File: config.mk
export PLATFORM = sky130hd
export DESIGN_NAME = pinshare_arbiter
export DESIGN_NICKNAME = d
export VERILOG_FILES = /design/src/rtl/pinshare_pkg.sv /design/src/rtl/pinshare_rr_pick.sv /design/src/rtl/pinshare_ctrl.sv /design/src/rtl/pinshare_datapath.sv /design/src/rtl/pinshare_arbiter.sv
export SDC_FILE = /design/constraint.sdc
export NUM_CORES = 1
export LEC_CHECK = 0
export ABC_AREA = 1
export BUFFER_PORTS_ARGS = -buffer_cell sky130_fd_sc_hd__buf_2
export CORE_ASPECT_RATIO = 0.75
export CORE_UTILIZATION = 39
export CTS_CLUSTER_DIAMETER = 40
export DETAILED_ROUTE_END_ITERATION = 6
export GPL_TIMING_DRIVEN = 0
export PLACE_DENSITY = 0.77
export SYNTH_ARGS = -nofsm -noshare
export SYNTH_HDL_FRONTEND = slang
export SYNTH_HIERARCHICAL = 1
export SYNTH_SLANG_ARGS = --single-unit
export TNS_END_PERCENT = 50
File: constraint.sdc
create_clock -name clk -period 3.15 [get_ports clk]
set_clock_uncertainty 0.1 [all_clocks]
set_input_delay 0.4725 -clock clk [delete_from_list [all_inputs] [get_ports clk]]
set_output_delay 0.4725 -clock clk [all_outputs]
set_load 0.1 [all_outputs]
File: src/rtl/pinshare_pkg.sv
package pinshare_pkg;

  // Owner index field is sized for the largest supported controller count.
  localparam int OWNER_BITS  = 4;
  localparam int MAX_MASTERS = 1 << OWNER_BITS;

  // Strobes from the arbitration control to the pin datapath.
  typedef struct packed {
    logic                  drive;  // an owner exists and upstream allows drive
    logic [OWNER_BITS-1:0] owner;  // index of the owning controller
  } busCtl_t;

endpackage

File: src/rtl/pinshare_rr_pick.sv
module pinshare_rr_pick #(
  parameter int N     = 3,
  parameter int IDX_W = 2
) (
  input  logic [N-1:0]     req,
  input  logic [IDX_W-1:0] startIdx,
  output logic             found,
  output logic [IDX_W-1:0] pick
);

  int cand;

  // Scan N positions beginning at startIdx, wrapping by subtraction so that
  // counts that are not a power of two are handled.
  always_comb begin
    found = 1'b0;
    pick  = '0;
    cand  = 0;
    for (int k = 0; k < N; k++) begin
      cand = int'(startIdx) + k;
      if (cand >= N) cand = cand - N;
      if (!found && req[cand]) begin
        found = 1'b1;
        pick  = IDX_W'(cand);
      end
    end
  end

endmodule

File: src/rtl/pinshare_ctrl.sv
module pinshare_ctrl
  import pinshare_pkg::*;
#(
  parameter int N = 3
) (
  input  logic         clk,
  input  logic         rstN,
  input  logic [N-1:0] mReq,
  input  logic         upGnt,
  output logic [N-1:0] mGnt,
  output logic         upReq,
  output busCtl_t      ctl
);

  localparam int IDX_W = (N > 1) ? $clog2(N) : 1;
  localparam logic [IDX_W-1:0] LAST_IDX = IDX_W'(N - 1);

  logic [N-1:0]     gntQ, gntD;
  logic [IDX_W-1:0] ownerQ, ownerD;
  logic [IDX_W-1:0] lastQ, lastD;
  logic [IDX_W-1:0] startIdx, pick;
  logic             busyQ, holdNext, found;

  function automatic logic [IDX_W-1:0] wrapInc(input logic [IDX_W-1:0] x);
    return (x == LAST_IDX) ? '0 : x + IDX_W'(1);
  endfunction

  assign busyQ    = |gntQ;
  // A granted request means "also the next cycle".
  assign holdNext = busyQ && mReq[ownerQ];
  assign startIdx = busyQ ? wrapInc(ownerQ) : wrapInc(lastQ);

  pinshare_rr_pick #(
    .N    (N),
    .IDX_W(IDX_W)
  ) u_pick (
    .req     (mReq),
    .startIdx(startIdx),
    .found   (found),
    .pick    (pick)
  );

  always_comb begin
    gntD   = gntQ;
    ownerD = ownerQ;
    lastD  = lastQ;
    if (!holdNext) begin
      if (busyQ) lastD = ownerQ;
      gntD = '0;
      if (found) begin
        gntD   = N'(1) << pick;
        ownerD = pick;
      end
    end
  end

  always_ff @(posedge clk or negedge rstN) begin
    if (!rstN) begin
      gntQ   <= '0;
      ownerQ <= '0;
      lastQ  <= LAST_IDX;
    end else begin
      gntQ   <= gntD;
      ownerQ <= ownerD;
      lastQ  <= lastD;
    end
  end

  assign mGnt      = gntQ;
  assign upReq     = busyQ ? mReq[ownerQ] : |mReq;
  assign ctl.drive = busyQ && upGnt;
  assign ctl.owner = OWNER_BITS'(ownerQ);

endmodule

File: src/rtl/pinshare_datapath.sv
module pinshare_datapath
  import pinshare_pkg::*;
#(
  parameter int            N           = 3,
  parameter int            DATA_W      = 16,
  parameter int            ADDR_W      = 10,
  parameter logic [N*8-1:0] DATA_WIDTHS = {8'd12, 8'd8, 8'd16},
  parameter logic [N*8-1:0] ADDR_WIDTHS = {8'd10, 8'd6, 8'd10}
) (
  input  logic                clk,
  input  logic                rstN,
  input  busCtl_t             ctl,
  input  logic [N*ADDR_W-1:0] mAddr,
  input  logic [N*DATA_W-1:0] mDataOut,
  input  logic [N-1:0]        mDataOe,
  output logic [N*DATA_W-1:0] mDataIn,
  input  logic [DATA_W-1:0]   padDataIn,
  output logic [ADDR_W-1:0]   padAddr,
  output logic [DATA_W-1:0]   padDataOut,
  output logic                padDataOe
);

  logic [DATA_W-1:0] dMask [N];
  logic [ADDR_W-1:0] aMask [N];
  logic [DATA_W-1:0] selData;
  logic [ADDR_W-1:0] selAddr;
  logic              selOe;

  for (genvar i = 0; i < N; i++) begin : g_lane
    localparam int DW_RAW = int'(DATA_WIDTHS[i*8 +: 8]);
    localparam int AW_RAW = int'(ADDR_WIDTHS[i*8 +: 8]);
    localparam int DW     = (DW_RAW > DATA_W) ? DATA_W : DW_RAW;
    localparam int AW     = (AW_RAW > ADDR_W) ? ADDR_W : AW_RAW;
    assign dMask[i] = {DATA_W{1'b1}} >> (DATA_W - DW);
    assign aMask[i] = {ADDR_W{1'b1}} >> (ADDR_W - AW);
    // Input fan-back: every controller sees the pads, cut to its width.
    assign mDataIn[i*DATA_W +: DATA_W] = padDataIn & dMask[i];
  end

  always_comb begin
    selData = '0;
    selAddr = '0;
    selOe   = 1'b0;
    for (int i = 0; i < N; i++) begin
      if (ctl.drive && (ctl.owner == OWNER_BITS'(i))) begin
        selData = mDataOut[i*DATA_W +: DATA_W] & dMask[i];
        selAddr = mAddr[i*ADDR_W +: ADDR_W] & aMask[i];
        selOe   = mDataOe[i];
      end
    end
  end

  // Registered pad side: enables come out of reset switched off.
  always_ff @(posedge clk or negedge rstN) begin
    if (!rstN) begin
      padDataOut <= '0;
      padAddr    <= '0;
      padDataOe  <= 1'b0;
    end else begin
      padDataOut <= selData;
      padAddr    <= selAddr;
      padDataOe  <= selOe;
    end
  end

endmodule

File: src/rtl/pinshare_arbiter.sv
module pinshare_arbiter
  import pinshare_pkg::*;
#(
  parameter int            N           = 3,
  parameter int            DATA_W      = 16,
  parameter int            ADDR_W      = 10,
  parameter int            PRIV_W      = 2,
  parameter logic [N*8-1:0] DATA_WIDTHS = {8'd12, 8'd8, 8'd16},
  parameter logic [N*8-1:0] ADDR_WIDTHS = {8'd10, 8'd6, 8'd10}
) (
  input  logic                clk,
  input  logic                rstN,
  input  logic [N-1:0]        mReq,
  output logic [N-1:0]        mGnt,
  input  logic [N*ADDR_W-1:0] mAddr,
  input  logic [N*DATA_W-1:0] mDataOut,
  input  logic [N-1:0]        mDataOe,
  output logic [N*DATA_W-1:0] mDataIn,
  input  logic [N*PRIV_W-1:0] mPrivOut,
  output logic [N*PRIV_W-1:0] mPrivIn,
  output logic                upReq,
  input  logic                upGnt,
  output logic [ADDR_W-1:0]   padAddr,
  output logic [DATA_W-1:0]   padDataOut,
  output logic                padDataOe,
  input  logic [DATA_W-1:0]   padDataIn,
  output logic [N*PRIV_W-1:0] padPrivOut,
  input  logic [N*PRIV_W-1:0] padPrivIn
);

  busCtl_t ctl;

  pinshare_ctrl #(
    .N(N)
  ) u_ctrl (
    .clk  (clk),
    .rstN (rstN),
    .mReq (mReq),
    .upGnt(upGnt),
    .mGnt (mGnt),
    .upReq(upReq),
    .ctl  (ctl)
  );

  pinshare_datapath #(
    .N          (N),
    .DATA_W     (DATA_W),
    .ADDR_W     (ADDR_W),
    .DATA_WIDTHS(DATA_WIDTHS),
    .ADDR_WIDTHS(ADDR_WIDTHS)
  ) u_dp (
    .clk       (clk),
    .rstN      (rstN),
    .ctl       (ctl),
    .mAddr     (mAddr),
    .mDataOut  (mDataOut),
    .mDataOe   (mDataOe),
    .mDataIn   (mDataIn),
    .padDataIn (padDataIn),
    .padAddr   (padAddr),
    .padDataOut(padDataOut),
    .padDataOe (padDataOe)
  );

  // Non-shared signals bypass arbitration.
  assign padPrivOut = mPrivOut;
  assign mPrivIn    = padPrivIn;

endmodule

After elaboration in Yosys (flattened, before gate mapping)
Index checks and enable logic that the tools add are counted.
- input bits: 115
- memories: 0
- bits in read-only memories: 0
- RAM bits: 0
- output and inout bits: 91
- word-level logic and storage cells: 73
- bits in latches: 0
- register bits: 34
- order comparisons: 7
- multiply operators: 0
- mux-type cells: 34
- div/mod/pow operators: 0
- add/subtract/negate cells: 7
- reduce and logical (&&, ||, !) cells: 14
- bitwise gates (word level): 1
- equal/unequal tests: 3
- shift operators: 1
- operators by type and width (kind ; count):
    32-bit by 4-bit < comparator with 1-bit output (second input constant) ; 3
    32-bit two-way mux ; 3
    16-bit two-way mux ; 3
    10-bit two-way mux ; 3
    1-bit two-way mux ; 14
    2-bit two-way mux ; 6
    1-bit binary-select mux with 2-bit select ; 4
    3-bit by 2-bit subtractor with 4-bit output (second input constant) ; 2
    1-bit logical AND ; 7
    3-bit by 2-bit >= comparator with 1-bit output (second input constant) ; 2
    3-bit OR reduction ; 2
    2-bit by 1-bit adder with 2-bit output (second input constant) ; 2
    2-bit equality test (second input constant) ; 2
    4-bit logical NOT ; 1
    2-bit AND reduction ; 2
    2-bit by 1-bit adder with 3-bit output (second input constant) ; 1
    2-bit by 2-bit adder with 3-bit output (second input constant) ; 1
    2-bit by 3-bit < comparator with 1-bit output (second input constant) ; 1
    3-bit two-way mux ; 1
    1-bit by 2-bit << shifter with 3-bit output (first input constant) ; 1
    2-bit by 2-bit subtractor with 3-bit output (second input constant) ; 1
    2-bit by 1-bit equality test with 1-bit output (second input constant) ; 1
    2-bit >= comparator (second input constant) ; 1
    1-bit logical NOT ; 2
    1-bit inverter ; 1

Longest topological paths before layout
- depth after elaboration: 17
- gate-level depth with buffers: 18
- mapped depth without buffers: 18

Hierarchy
Netlist, hierarchy kept.
- modules (own cells, without submodules) (module ; cells an instance ; instances ; area each (sq um) ; sequential area each (sq um)):
    pinshare_datapath ; 191 ; 1 ; 1674.1 ; 675.6
    pinshare_ctrl ; 57 ; 1 ; 435.4 ; 176.4
    pinshare_rr_pick ; 51 ; 1 ; 240.2 ; 0.0
    pinshare_arbiter ; 12 ; 1 ; 90.1 ; 0.0

Worst setup path after synthesis
OpenSTA, ideal clock, no wires.
- path type: reg-to-output
- from: reg u_ctrl.gntQ[1] (netlist: u_ctrl/mGnt[1])
- to: out upReq
- required time: 2577 ps
- stages on the path, launching flop included: 4
- setup slack: -819 ps
- arrival: 3397 ps
- path buffers: 0
- cell sequence: dfrtp_1 -> nor3_4 -> inv_2 -> o21ai_0
- word-level cells in the longest chain between the ends: 2
- ends and longest elaborated chain (item ; RTL line ; text):
    start, declared ; pinshare_ctrl.sv:18 ; logic [N-1:0] gntQ, gntD;
    start signal, assigned ; pinshare_ctrl.sv:63 ; gntQ <= gntD;
    3-bit OR reduction ; pinshare_ctrl.sv:28 ; assign busyQ = |gntQ;
    1-bit two-way mux ; pinshare_ctrl.sv:70 ; assign upReq = busyQ ? mReq[ownerQ] : |mReq;
    end, declared ; pinshare_arbiter.sv:21 ; output logic upReq,
No other way between the ends.

Worst setup path after layout
- from: reg u_ctrl.gntQ[1] (netlist: u_ctrl/mGnt[1])
- to: reg u_ctrl.gntQ[2] (netlist: u_ctrl/mGnt[2])
- elaborated cells between the ends (all ways): 35
- those cells by class: 5 x add/sub; 3 x order compare; 1 x shift; 20 x mux; 6 x reduce/logical
- RTL lines (item ; RTL line ; text):
    3-bit OR reduction * ; pinshare_ctrl.sv:28 ;
    2-bit two-way mux * ; pinshare_ctrl.sv:31 ; assign startIdx = busyQ ? wrapInc(ownerQ) : wrapInc(lastQ);
    via u_ctrl.startIdx[0] ; pinshare_ctrl.sv:21 ; logic [IDX_W-1:0] startIdx, pick;
    parallel branches: the longest is 11 deep, another holds 3-bit by 2-bit subtractor with 4-bit output ; -- ;
    1-bit two-way mux * ; pinshare_rr_pick.sv:22 ; if (!found && req[cand]) begin
    via u_ctrl.found ; pinshare_ctrl.sv:22 ; logic busyQ, holdNext, found;
    3-bit two-way mux * ; pinshare_ctrl.sv:50 ; if (found) begin
Mark *: on every way through the listed nets, which the timed path passes. The select of a mux whose other input is x is not followed.
A chain may end at the register's enable or synchronous reset.

==> impl_metrics.env <==
export IMPL_crit_path_max_incr_delay_ps=430
export IMPL_vdd_ir_drop_max_v=0.000340
export IMPL_syn_to_final_growth_pct=40.3
export IMPL_cts_hold_buffers=0
export IMPL_yosysWarnings=6
export IMPL_final_setup_worst_slack_ps=342
export IMPL_drtIter0Drc=205
export IMPL_dieHeight_um=70.5
export IMPL_synth_largest_area_cell="dfrtp_1"
export IMPL_final_max_slew_viol_count=0
export IMPL_antenna_cells=0
export IMPL_drt_wl_total_mm=6.92
export IMPL_power_density_nw_per_um2=813
export IMPL_cts_sinks=34
export IMPL_clkTransAtPathRegs_ps=70
export IMPL_min_path_type="in2async"
export IMPL_synth_top_cell_area_share=0.338
export IMPL_crit_type="reg2reg"
export IMPL_required_ps=3210
export IMPL_multi_input_area_um2=952
export IMPL_fin_tns_setup_ps=0
export IMPL_port_buffers=149
export IMPL_grt_max_degree=35
export IMPL_start_util=0.412
export IMPL_pre_cts_slack_ps=358
export IMPL_cpMostUsedCell="nand2_1"
export IMPL_rsz0062_at_grt="no"
export IMPL_synth_area_leaders="dfrtp_1, buf_4, nand4_1, nand3_1, nand2_1"
export IMPL_insertion_delay_ps=270
export IMPL_layout_nets=597
export IMPL_num_vias=2684
export IMPL_ff_latch_area_um2=852
export IMPL_cts_buffers=5
export IMPL_fmax_mhz=356
export IMPL_netlist_area_um2=2440
export IMPL_wl_met1_mm=2.72
export IMPL_worst_pin_slew_ps=761
export IMPL_hold_violations=0
export IMPL_drc=0
export IMPL_cts_max_level=2
export IMPL_ioPinCount=206
export IMPL_maxCapViolCount=0
export IMPL_drive_above_1_share=0.521
export IMPL_cts_setup_buffers=0
export IMPL_grt_pass1_wl_mm=10.8
export IMPL_grt_pass1_vias=2403
export IMPL_ys_seq_area_frac=0.349
export IMPL_crit_chain="nor3_4 -> inv_2 -> o31ai_1 -> inv_1 -> ha_1 -> inv_2 -> nand2_1 -> nand3_1 -> nand2_1 -> nand2_1 -> or2_1 -> nand3_1 -> o21ai_0"
export IMPL_wl_per_cell_um=12.4
export IMPL_wl_met2_mm=3.33
export IMPL_final_cell_mix="buf_2, buf_4, nand4_1"
export IMPL_core_area_um2=5920
export IMPL_cts_tree="yes"
export IMPL_setup_violations=0
export IMPL_relSlewSlack=0.493
export IMPL_worst_path_max_delay_cell="ha_1"
export IMPL_fillers=548
export IMPL_ys_ff_latch=34
export IMPL_dieArea_um2=6580
export IMPL_start_kind="flop"
export IMPL_wl_met3_um=820
export IMPL_path_max_fanout=7
export IMPL_mostFrequentLayoutCell="buf_2"
export IMPL_grt_antenna_before_repair=0
export IMPL_critPathCaptureType="flop"
export IMPL_die_w_um=93.3
export IMPL_viasPerCell=4.81
export IMPL_cts_buffer_depth=2
export IMPL_rows=24
export IMPL_p_leak_nw=2.06
export IMPL_arrival_ps=2870
export IMPL_outcome="complete, no violations"
export IMPL_ant_nets=0
export IMPL_cts_root_buf="clkbuf_8"
export IMPL_dp_hpwl_mm=5.64
export IMPL_grt_total_usage=0.206
export IMPL_fin_crit_ps=2810
export IMPL_fin_crit_sh=0.891
export IMPL_top_layer_used="met4"
export IMPL_ctsResizeCount=0
export IMPL_synthCells=311
export IMPL_firstDrtPassIters=4
export IMPL_synthDistinctLibCells=26
export IMPL_hold_ws_ps=163
export IMPL_syn_mean_instance_area_um2=7.85
export IMPL_place_gp_congestion=0.928
export IMPL_overflow=0
synth_stat cells (all sizes together):
cell	n
a21oi	2
clkbuf	3
inv	35
or2	1
nor3	3
a31oi	1
nand4	53
ha	3
o21ai	14
dfrtp	33
nor2	13
nand3	33
o31ai	2
dfstp	1
buf	75
nand2	37
conb	2
worst max-delay path, delay by kind of cell, from the launching register on:
kind            cells  cell delay (ps)
simple gates        7              980
compound gates      2              450
buf+inv             3              300
flops               1              420
fa+ha+maj           1              430
registers in the layout, summed over array words and instances (netlist names):
register and flops:
u_ctrl/lastQ 2, u_ctrl/mGnt 3, u_ctrl/ownerQ 2, u_dp/padAddr 10, u_dp/padDataOe 1, u_dp/padDataOut 16
routing by layer:
metal,global-route usage,vias to the layer above
li1,-,1315
met1,0.260,1191
met2,0.359,172
met3,0.0479,6
met4,0.0427,0
met5,0,-
power by group:
group          total, mW  internal (mW)  switching [mW]
sequential         0.558          0.510          0.0477
clock              0.329          0.176           0.153
combinational       1.90          0.456            1.44
final timing paths:
path	depth (start not counted)	end	startpoint	slack, ps
max	13	u_ctrl/mGnt[2]$_DFFE_PN0N_	u_ctrl/mGnt[1]$_DFFE_PN0N_	340
min	1	u_dp/padAddr[1]$_DFF_PN0_	rstN	160
max reg2reg	13	u_ctrl/mGnt[2]$_DFFE_PN0N_	u_ctrl/mGnt[1]$_DFFE_PN0N_	340
min reg2reg	2	u_ctrl/lastQ[1]$_DFFE_PN1P_	u_ctrl/lastQ[1]$_DFFE_PN1P_	400
max in group asynchronous	1	u_dp/padDataOut[11]$_DFF_PN0_	rstN	2300
min in group clk	3	u_dp/padDataOut[12]$_DFF_PN0_	mDataOut[12]	310
logic make-up (layout without fill, tap and decap cells):
| group | Yosys count | after routing | synth area share |
|---|---|---|---|
| flops | 34 | 34 | 0.349 |
| simple gates | 140 | 140 | 0.310 |
| other cells | 2 | 14 | 0.00308 |
| compound gates | 19 | 19 | 0.0415 |
| fa+ha+maj | 3 | 3 | 0.0154 |
| buf+inv | 113 | 270 | 0.281 |
cell type report:
class,count,area share
Buffer,78,0.162
Clock buffer,7,0.0252
Clock inverter,1,0.00146
Inverter,35,0.0384
Multi-Input combinational cell,176,0.278
Sequential cell,34,0.249
Tap cell,78,0.0285
Timing Repair Buffer,149,0.218
per-stage QoR:
stage	cell area, um2	utilization	power (mW)	instances
after floorplan	2490	-	2.12	323
after CTS	3420	0.579	2.77	558
after global routing	3420	0.579	2.98	558
final	3420	0.579	2.78	558
after detailed placement	3330	0.563	2.44	550
after global placement	3330	0.563	2.41	550
No activity file was read; power rests on OpenSTA's default activity.
